### src/rtl/flash_cmd_pkg.sv
package flash_cmd_pkg;
  localparam int REG_W    = 8;
  localparam int OFF_DIV  = 0;
  localparam int OFF_CFG  = 1;
  localparam int OFF_PRA  = 2;
  localparam int OFF_PRB  = 3;
  localparam int OFF_CMD  = 4;
  localparam int OFF_STAT = 5;
  localparam int OFF_LADR = 6;

  localparam int ST_START  = 7;
  localparam int ST_IDLE   = 6;
  localparam int ST_PVIOL  = 5;
  localparam int ST_ACCERR = 4;
  localparam int ST_BLANK  = 2;
  localparam int CFG_LOCK  = 7;

  typedef enum logic [7:0] {
    CMD_VERIFY = 8'h05,
    CMD_PROG   = 8'h20,
    CMD_PERASE = 8'h40,
    CMD_MERASE = 8'h41
  } cmd_e;

  typedef enum logic [1:0] {
    LR_OK     = 2'd0,
    LR_ACCERR = 2'd1,
    LR_PVIOL  = 2'd2
  } launch_res_e;
endpackage

### src/rtl/flash_reg_file.sv
module flash_reg_file
  import flash_cmd_pkg::*;
#(
  parameter int ADDR_W = 8,
  parameter int DATA_W = 16,
  parameter int PROT_W = 8,
  parameter int DIV_W  = 7,
  localparam int ARR_W  = ADDR_W - 1,
  localparam int SECT_W = $clog2(PROT_W)
) (
  input  logic              clk_i,
  input  logic              rst_ni,
  input  logic              wr_i,
  input  logic [ADDR_W-1:0] addr_i,
  input  logic [DATA_W-1:0] wdata_i,
  input  logic              accept_i,
  input  logic [REG_W-1:0]  status_i,
  output logic [DIV_W-1:0]  div_o,
  output logic              div_loaded_o,
  output logic [PROT_W-1:0] prot_a_o,
  output logic [PROT_W-1:0] prot_b_o,
  output logic [REG_W-1:0]  cmd_o,
  output logic [SECT_W-1:0] latch_sect_o,
  output logic              latch_valid_o,
  output logic [DATA_W-1:0] rdata_o
);
  logic [DIV_W-1:0]  div_q;
  logic              loaded_q;
  logic [REG_W-1:0]  cfg_q;
  logic [PROT_W-1:0] pra_q, prb_q;
  logic [REG_W-1:0]  cmd_q;
  logic [ARR_W-1:0]  ladr_q;
  logic [DATA_W-1:0] ldat_q;
  logic              lvalid_q;

  logic win_wr;
  assign win_wr = wr_i && addr_i[ADDR_W-1];

  function automatic logic hit(input logic [ADDR_W-1:0] a, input int off);
    return a == ADDR_W'(off);
  endfunction

  always_ff @(posedge clk_i or negedge rst_ni) begin
    if (!rst_ni) begin
      div_q    <= '0;
      loaded_q <= 1'b0;
      cfg_q    <= '0;
      pra_q    <= '0;
      prb_q    <= '0;
      cmd_q    <= '0;
    end else if (wr_i) begin
      if (hit(addr_i, OFF_DIV) && !cfg_q[CFG_LOCK]) begin
        div_q    <= wdata_i[DIV_W-1:0];
        loaded_q <= 1'b1;
      end
      if (hit(addr_i, OFF_CFG)) cfg_q <= wdata_i[REG_W-1:0];
      if (hit(addr_i, OFF_PRA)) pra_q <= wdata_i[PROT_W-1:0];
      if (hit(addr_i, OFF_PRB)) prb_q <= wdata_i[PROT_W-1:0];
      if (hit(addr_i, OFF_CMD)) cmd_q <= wdata_i[REG_W-1:0];
    end
  end

  always_ff @(posedge clk_i or negedge rst_ni) begin
    if (!rst_ni) begin
      ladr_q   <= '0;
      ldat_q   <= '0;
      lvalid_q <= 1'b0;
    end else if (win_wr) begin
      ladr_q   <= addr_i[ARR_W-1:0];
      ldat_q   <= wdata_i;
      lvalid_q <= 1'b1;
    end else if (accept_i) begin
      lvalid_q <= 1'b0;
    end
  end

  always_comb begin
    rdata_o = '0;
    if (addr_i[ADDR_W-1]) begin
      rdata_o = ldat_q;
    end else begin
      case (addr_i)
        ADDR_W'(OFF_DIV):  rdata_o = DATA_W'({loaded_q, div_q});
        ADDR_W'(OFF_CFG):  rdata_o = DATA_W'(cfg_q);
        ADDR_W'(OFF_PRA):  rdata_o = DATA_W'(pra_q);
        ADDR_W'(OFF_PRB):  rdata_o = DATA_W'(prb_q);
        ADDR_W'(OFF_CMD):  rdata_o = DATA_W'(cmd_q);
        ADDR_W'(OFF_STAT): rdata_o = DATA_W'(status_i);
        ADDR_W'(OFF_LADR): rdata_o = DATA_W'(ladr_q);
        default:           rdata_o = '0;
      endcase
    end
  end

  assign div_o         = div_q;
  assign div_loaded_o  = loaded_q;
  assign prot_a_o      = pra_q;
  assign prot_b_o      = prb_q;
  assign cmd_o         = cmd_q;
  assign latch_sect_o  = ladr_q[ARR_W-1 -: SECT_W];
  assign latch_valid_o = lvalid_q;
endmodule

### src/rtl/flash_launch_check.sv
module flash_launch_check
  import flash_cmd_pkg::*;
#(
  parameter int PROT_W = 8,
  localparam int SECT_W = $clog2(PROT_W)
) (
  input  logic [REG_W-1:0]  cmd_i,
  input  logic              div_loaded_i,
  input  logic              latch_valid_i,
  input  logic [SECT_W-1:0] sect_i,
  input  logic [PROT_W-1:0] prot_a_i,
  input  logic [PROT_W-1:0] prot_b_i,
  output launch_res_e       res_o
);
  logic code_ok, guarded;

  always_comb begin
    code_ok = 1'b0;
    guarded = 1'b0;
    case (cmd_i)
      CMD_VERIFY: code_ok = 1'b1;
      CMD_PROG, CMD_PERASE: begin
        code_ok = 1'b1;
        guarded = prot_a_i[sect_i];
      end
      CMD_MERASE: begin
        code_ok = 1'b1;
        guarded = (|prot_a_i) || (|prot_b_i);
      end
      default: ;
    endcase
    if (!div_loaded_i || !latch_valid_i || !code_ok) res_o = LR_ACCERR;
    else if (guarded)                                res_o = LR_PVIOL;
    else                                             res_o = LR_OK;
  end
endmodule

### src/rtl/flash_exec_timer.sv
module flash_exec_timer #(
  parameter int EXEC_TICKS = 4,
  parameter int DIV_W      = 7,
  localparam int TCNT_W = (EXEC_TICKS > 1) ? $clog2(EXEC_TICKS) : 1
) (
  input  logic             clk_i,
  input  logic             rst_ni,
  input  logic             start_i,
  input  logic [DIV_W-1:0] div_i,
  output logic             busy_o,
  output logic             done_o
);
  localparam logic [TCNT_W-1:0] LAST = TCNT_W'(EXEC_TICKS - 1);

  logic [DIV_W-1:0]  pre_q;
  logic [TCNT_W-1:0] tcnt_q;
  logic              busy_q;
  logic              tick;

  assign tick = busy_q && (pre_q == div_i);

  always_ff @(posedge clk_i or negedge rst_ni) begin
    if (!rst_ni) begin
      pre_q  <= '0;
      tcnt_q <= '0;
      busy_q <= 1'b0;
    end else if (!busy_q) begin
      if (start_i) begin
        busy_q <= 1'b1;
        pre_q  <= '0;
        tcnt_q <= '0;
      end
    end else if (tick) begin
      pre_q <= '0;
      if (tcnt_q == LAST) begin
        busy_q <= 1'b0;
        tcnt_q <= '0;
      end else begin
        tcnt_q <= tcnt_q + 1'b1;
      end
    end else begin
      pre_q <= pre_q + 1'b1;
    end
  end

  assign busy_o = busy_q;
  assign done_o = tick && (tcnt_q == LAST);
endmodule

### src/rtl/flash_cmd_ctrl.sv
module flash_cmd_ctrl
  import flash_cmd_pkg::*;
#(
  parameter int ADDR_W     = 8,
  parameter int DATA_W     = 16,
  parameter int EXEC_TICKS = 4,
  parameter int PROT_W     = 8
) (
  input  logic              clk_i,
  input  logic              rst_ni,
  input  logic              wr_i,
  input  logic [ADDR_W-1:0] addr_i,
  input  logic [DATA_W-1:0] wdata_i,
  output logic [DATA_W-1:0] rdata_o
);
  localparam int DIV_W  = 7;
  localparam int SECT_W = $clog2(PROT_W);

  logic [DIV_W-1:0]  div_q;
  logic              div_loaded;
  logic [PROT_W-1:0] prot_a, prot_b;
  logic [REG_W-1:0]  cmd_q;
  logic [SECT_W-1:0] latch_sect;
  logic              latch_valid;
  logic [REG_W-1:0]  status;
  launch_res_e       res;
  logic              busy, done;
  logic              stat_wr, start_wr, launch_try, accept;
  logic              pviol_q, accerr_q, blank_q, dirty_q;
  logic [REG_W-1:0]  run_cmd_q;

  assign stat_wr    = wr_i && (addr_i == ADDR_W'(OFF_STAT));
  assign start_wr   = stat_wr && wdata_i[ST_START];
  assign launch_try = start_wr && !busy;
  assign accept     = launch_try && (res == LR_OK);

  flash_reg_file #(
    .ADDR_W(ADDR_W), .DATA_W(DATA_W), .PROT_W(PROT_W), .DIV_W(DIV_W)
  ) u_regs (
    .clk_i        (clk_i),
    .rst_ni       (rst_ni),
    .wr_i         (wr_i),
    .addr_i       (addr_i),
    .wdata_i      (wdata_i),
    .accept_i     (accept),
    .status_i     (status),
    .div_o        (div_q),
    .div_loaded_o (div_loaded),
    .prot_a_o     (prot_a),
    .prot_b_o     (prot_b),
    .cmd_o        (cmd_q),
    .latch_sect_o (latch_sect),
    .latch_valid_o(latch_valid),
    .rdata_o      (rdata_o)
  );

  flash_launch_check #(.PROT_W(PROT_W)) u_check (
    .cmd_i        (cmd_q),
    .div_loaded_i (div_loaded),
    .latch_valid_i(latch_valid),
    .sect_i       (latch_sect),
    .prot_a_i     (prot_a),
    .prot_b_i     (prot_b),
    .res_o        (res)
  );

  flash_exec_timer #(.EXEC_TICKS(EXEC_TICKS), .DIV_W(DIV_W)) u_timer (
    .clk_i  (clk_i),
    .rst_ni (rst_ni),
    .start_i(accept),
    .div_i  (div_q),
    .busy_o (busy),
    .done_o (done)
  );

  // flags: write-one-to-clear first, then set by this cycle's event
  always_ff @(posedge clk_i or negedge rst_ni) begin
    if (!rst_ni) begin
      pviol_q   <= 1'b0;
      accerr_q  <= 1'b0;
      blank_q   <= 1'b0;
      dirty_q   <= 1'b0;
      run_cmd_q <= '0;
    end else begin
      pviol_q  <= (pviol_q  && !(stat_wr && wdata_i[ST_PVIOL]))
                  || (launch_try && res == LR_PVIOL);
      accerr_q <= (accerr_q && !(stat_wr && wdata_i[ST_ACCERR]))
                  || (launch_try && res == LR_ACCERR);
      blank_q  <= (blank_q && !(stat_wr && wdata_i[ST_BLANK]) && !accept)
                  || (done && run_cmd_q == CMD_VERIFY && !dirty_q);
      if (accept) run_cmd_q <= cmd_q;
      if (done) begin
        if (run_cmd_q == CMD_PROG) dirty_q <= 1'b1;
        else if (run_cmd_q == CMD_PERASE || run_cmd_q == CMD_MERASE) dirty_q <= 1'b0;
      end
    end
  end

  always_comb begin
    status            = '0;
    status[ST_IDLE]   = !busy;
    status[ST_PVIOL]  = pviol_q;
    status[ST_ACCERR] = accerr_q;
    status[ST_BLANK]  = blank_q;
  end
endmodule

### config.mk
export PLATFORM = sky130hd
export DESIGN_NAME = flash_cmd_ctrl
export DESIGN_NICKNAME = d
export VERILOG_FILES = /design/src/rtl/flash_cmd_pkg.sv /design/src/rtl/flash_reg_file.sv /design/src/rtl/flash_launch_check.sv /design/src/rtl/flash_exec_timer.sv /design/src/rtl/flash_cmd_ctrl.sv
export SDC_FILE = /design/constraint.sdc
export NUM_CORES = 1
export LEC_CHECK = 0
export ABC_AREA = 0
export BUFFER_PORTS_ARGS = -buffer_cell sky130_fd_sc_hd__buf_2
export CAP_MARGIN = 20
export CELL_PAD_IN_SITES_DETAIL_PLACEMENT = 1
export CELL_PAD_IN_SITES_GLOBAL_PLACEMENT = 2
export CORE_ASPECT_RATIO = 1.4
export CORE_MARGIN = 4
export CORE_UTILIZATION = 43
export CTS_BUF_LIST = sky130_fd_sc_hd__clkbuf_4 sky130_fd_sc_hd__clkbuf_8 sky130_fd_sc_hd__clkbuf_16
export DETAILED_ROUTE_END_ITERATION = 10
export PLACE_DENSITY_LB_ADDON = 0.08
export SLEW_MARGIN = 10
export SYNTH_ARGS = -nofsm -noshare
export SYNTH_HDL_FRONTEND = slang
export SYNTH_SLANG_ARGS = --single-unit
### constraint.sdc
create_clock -name clk_i -period 5 [get_ports clk_i]
set_input_delay 0.25 -clock clk_i [delete_from_list [all_inputs] [get_ports clk_i]]
set_output_delay 0.25 -clock clk_i [all_outputs]
set_load 0.02 [all_outputs]
==> flow_summary.toml <==
[synth]
ys_seq_elements = 86
syn-num-nets = 395
syn_inst = 366
ys_warn_count = 0
syn_area_um2 = 4320
synthTopCellsByArea = "dfrtp_1, mux2_2, nand2_1, xnor2_1, nand2b_1"
syn_avg_cell_area_um2 = 11.8
synth.top_cell.area_share_pct = 49.8
ys_types = 52
async_flop_share_pct = 100
ys.flop_type = "dfrtp_1"
yosysSeqAreaShare_pct = 49.8
synth_edf_count = 0
synth_area_leader_cell = "dfrtp_1"

[sta]
rsz0062_at_grt = "no"
max_freq_ghz = 0.390
setup_viol = 0
tns_ns = 0
relSlewSlack_pct = 37.9
worst_slew_pin_slew_ns = 0.929
timing.final.crit_period_ns = 2.56
post-route-period-util_pct = 51.3
final_max_slew_viol_count = 0
finalHoldViolations = 0
fin_worst_skew_ns = 0.00552

[worst_setup_path]
cp-startpoint = "u_regs.prot_a_o[2]"
timing.rr.end = "run_cmd_q[5]"
worstSetupPathType = "flip-flop to flip-flop"
crit_path_end_kind = "flip-flop"
slowest_stage = "o2111a_1"
worstSetupEndpoint = "run_cmd_q[5]"
cp.required_ns = 5.22
arrival_ns = 2.78
critPathBufInv = 0
cpPeakStageDelay_ns = 0.69
reg2reg_setup_slack_ns = 2.44
timing.critical_path.from_type = "flip-flop"
critPathTopFamily = "simple AND/OR/NAND/NOR gates"
crit_cells = 5
path_cells = "nor4_1, nand4_1, nand4b_1, o2111a_1, mux2_2"
worstRegToRegCells = 5
worstReg2RegStart = "u_regs.prot_a_o[2]"
cp_max_fo = 20

[cells_and_area]
final_cells = 542
multi_input_area_um2 = 2080
nNetsFinal = 433
final_layout_size_suffix_gt1_share_pct = 34.4
regArea_um2 = 2150
area_growth_pct = 15.3
diodes = 0
fill_cells = 1075

[route]
routed_via_density = 5.70
route.detailed.drc = 0
firstDrtPassIters = 4
vias = 3089
finalWirelength_mm = 11.7
drt_iter0_drc = 160
ant_nets = 0
wl_per_cell_um = 21.6

[placed_design]
gp_congestion = 0.827
io_buffers = 42
hpwl_mm = 8.32
place_inst = 526

[floorplan]
die_w_um = 92.7
core_um2 = 9850
rows = 43
start_util_pct = 43.9
dieArea_um2 = 11700
io-pin-count = 43
die_h_um = 127

[flow_run]
cap_violations = 0

[clock_tree]
cts_sinks = 86
clk_latency_ns = 0.34
clkTransAtPathRegs_ns = 0.06
cts_setup_buffers = 0
clockBufferDepth = 2
cts_tree = "done"
numCtsBuffers = 9
cts-root-buf = "clkbuf_16"
htree_levels = 3

[global_routing]
grt_pass1_wl_mm = 19.1
grt_max_degree = 52
grt_antenna_before_repair = 0
grt_pass1_vias = 3371
globalRouteOverflowTotal = 0
grtUsageTotal_pct = 21.3

[run_status]
outcome = "finished, final reports clean"

[pwr]
p_total_w = 0.00167
leakagePower_nw = 2.28
powerDensity_nw_per_um2 = 336
peakVddDrop_mv = 0.218

[hold_path]
hold_class = "input port to flip-flop"
==> worst register-to-register path, delay by kind of cell (launching register included) <==
kind | cells | cell delay (ns)
AO/OA/AOI/OAI | 1 | 0.69
flip-flops | 1 | 0.40
multiplexers | 1 | 0.41
AND/OR/NAND/NOR | 3 | 0.95
==> logic make-up after synthesis <==
kind of cell / share of synthesized area [%]
xor gates and xnor gates: 1.82
muxes: 20.6
DFF: 49.8
AOI/OAI and AO/OA: 8.72
adders and majority gates: 0.579
buffers and inverters: 1.94
and+or+nand+nor: 16.5
==> where the power goes <==
| part | switching, W | internal (W) | leakage [nW] |
|---|---|---|---|
| Clock | 0.000260 | 0.000444 | 0.150 |
| Combinational | 0.000100 | 0.0000850 | 1.04 |
| Sequential | 0.0000432 | 0.000740 | 1.09 |
==> cell usage in the layout, fill, tap and decap left out, types with 4 or more instances in the layout <==
| cell type | Yosys | final |
|---|---|---|
| and2_1 | 9 | 9 |
| nand4_1 | 5 | 5 |
| o21ai_0 | 13 | 13 |
| nor2b_1 | 8 | 8 |
| dfrtp_1 | 86 | 86 |
| buf_2 | 1 | 41 |
| nand3_1 | 12 | 12 |
| a22oi_1 | 9 | 9 |
| xnor2_1 | 9 | 9 |
| nand2_1 | 26 | 26 |
| a221oi_1 | 6 | 6 |
| mux2_2 | 72 | 72 |
| nor4_1 | 8 | 8 |
| clkbuf_16 | 0 | 9 |
| nor2_1 | 11 | 11 |
| nor3_1 | 6 | 6 |
| nand2b_1 | 12 | 12 |
| a21oi_1 | 4 | 4 |
| mux2i_1 | 7 | 7 |
==> cell usage after synthesis, types with 4 or more instances <==
master,count
mux2i_1,7
xnor2_1,9
mux2_2,72
nand3_1,12
a22oi_1,9
a21oi_1,4
nor4_1,8
and2_1,9
nor2b_1,8
dfrtp_1,86
a221oi_1,6
nand2b_1,12
o21ai_0,13
nand4_1,5
clkbuf_1,16
nor2_1,11
nor3_1,6
nand2_1,26
==> metal layers <==
| layer | track usage (%) | share of wire [%] |
|---|---|---|
| met1 | 26.9 | 43 |
| met5 | 0 | 0 |
| met2 | 36.4 | 52 |
| met3 | 3.50 | 2.7 |
| met4 | 8.63 | 2.6 |
==> worst min-delay path by stage <==
stage                 from                end  cells past startpoint
2_1_floorplan       rst_ni           accerr_q                      0
3_3_place_gp        rst_ni   u_timer.pre_q[2]                      1
3_5_place_dp        rst_ni   u_timer.pre_q[2]                      1
4_1_cts        wdata_i[14]  u_regs.ldat_q[14]                      2
5_1_grt         wdata_i[8]   u_regs.ldat_q[8]                      2
6_report       wdata_i[13]  u_regs.ldat_q[13]                      2
==> stage by stage <==
stage / cell area (µm²) / worst slack [ns] / hold slack (ns) / utilization (%)
floorplan: 4320 / 2.80 / -0.0456 / -
global placement: 4630 / 2.09 / 0.235 / 47.1
detailed placement: 4630 / 2.10 / 0.243 / 47.1
CTS: 4950 / 2.43 / 0.128 / 50.3
global route: 4980 / 2.19 / 0.140 / 50.6
finish: 4980 / 2.44 / 0.139 / 50.6
==> layout make-up <==
class | count | area share [%]
inverter | 2 | 0.151
sequential | 86 | 43.2
tap | 135 | 3.39
clock inverter | 4 | 1.46
clock buffer | 10 | 4.80
multi-input combinational | 260 | 41.8
timing repair buffer | 45 | 5.17
==> registers in the layout (all words and copies together), names as in the netlist, 2 cells and up <==
name / count
u_regs.prot_b_o: 8
u_timer.pre_q: 7
u_regs.prot_a_o: 8
u_regs.ldat_q: 16
run_cmd_q: 8
u_regs.div_o: 7
u_regs.ladr_q: 7
u_regs.cmd_o: 8
u_regs.cfg_q: 8
u_timer.tcnt_q: 2
==> repair_timing <==
| action | 4_1_cts | 5_1_grt |
|---|---|---|
| hold buffers | 1 | 0 |
| gates resized for setup | 0 | 0 |
| endpoints found under the hold margin | 35 | 0 |
(Power assumes the default switching activity.)
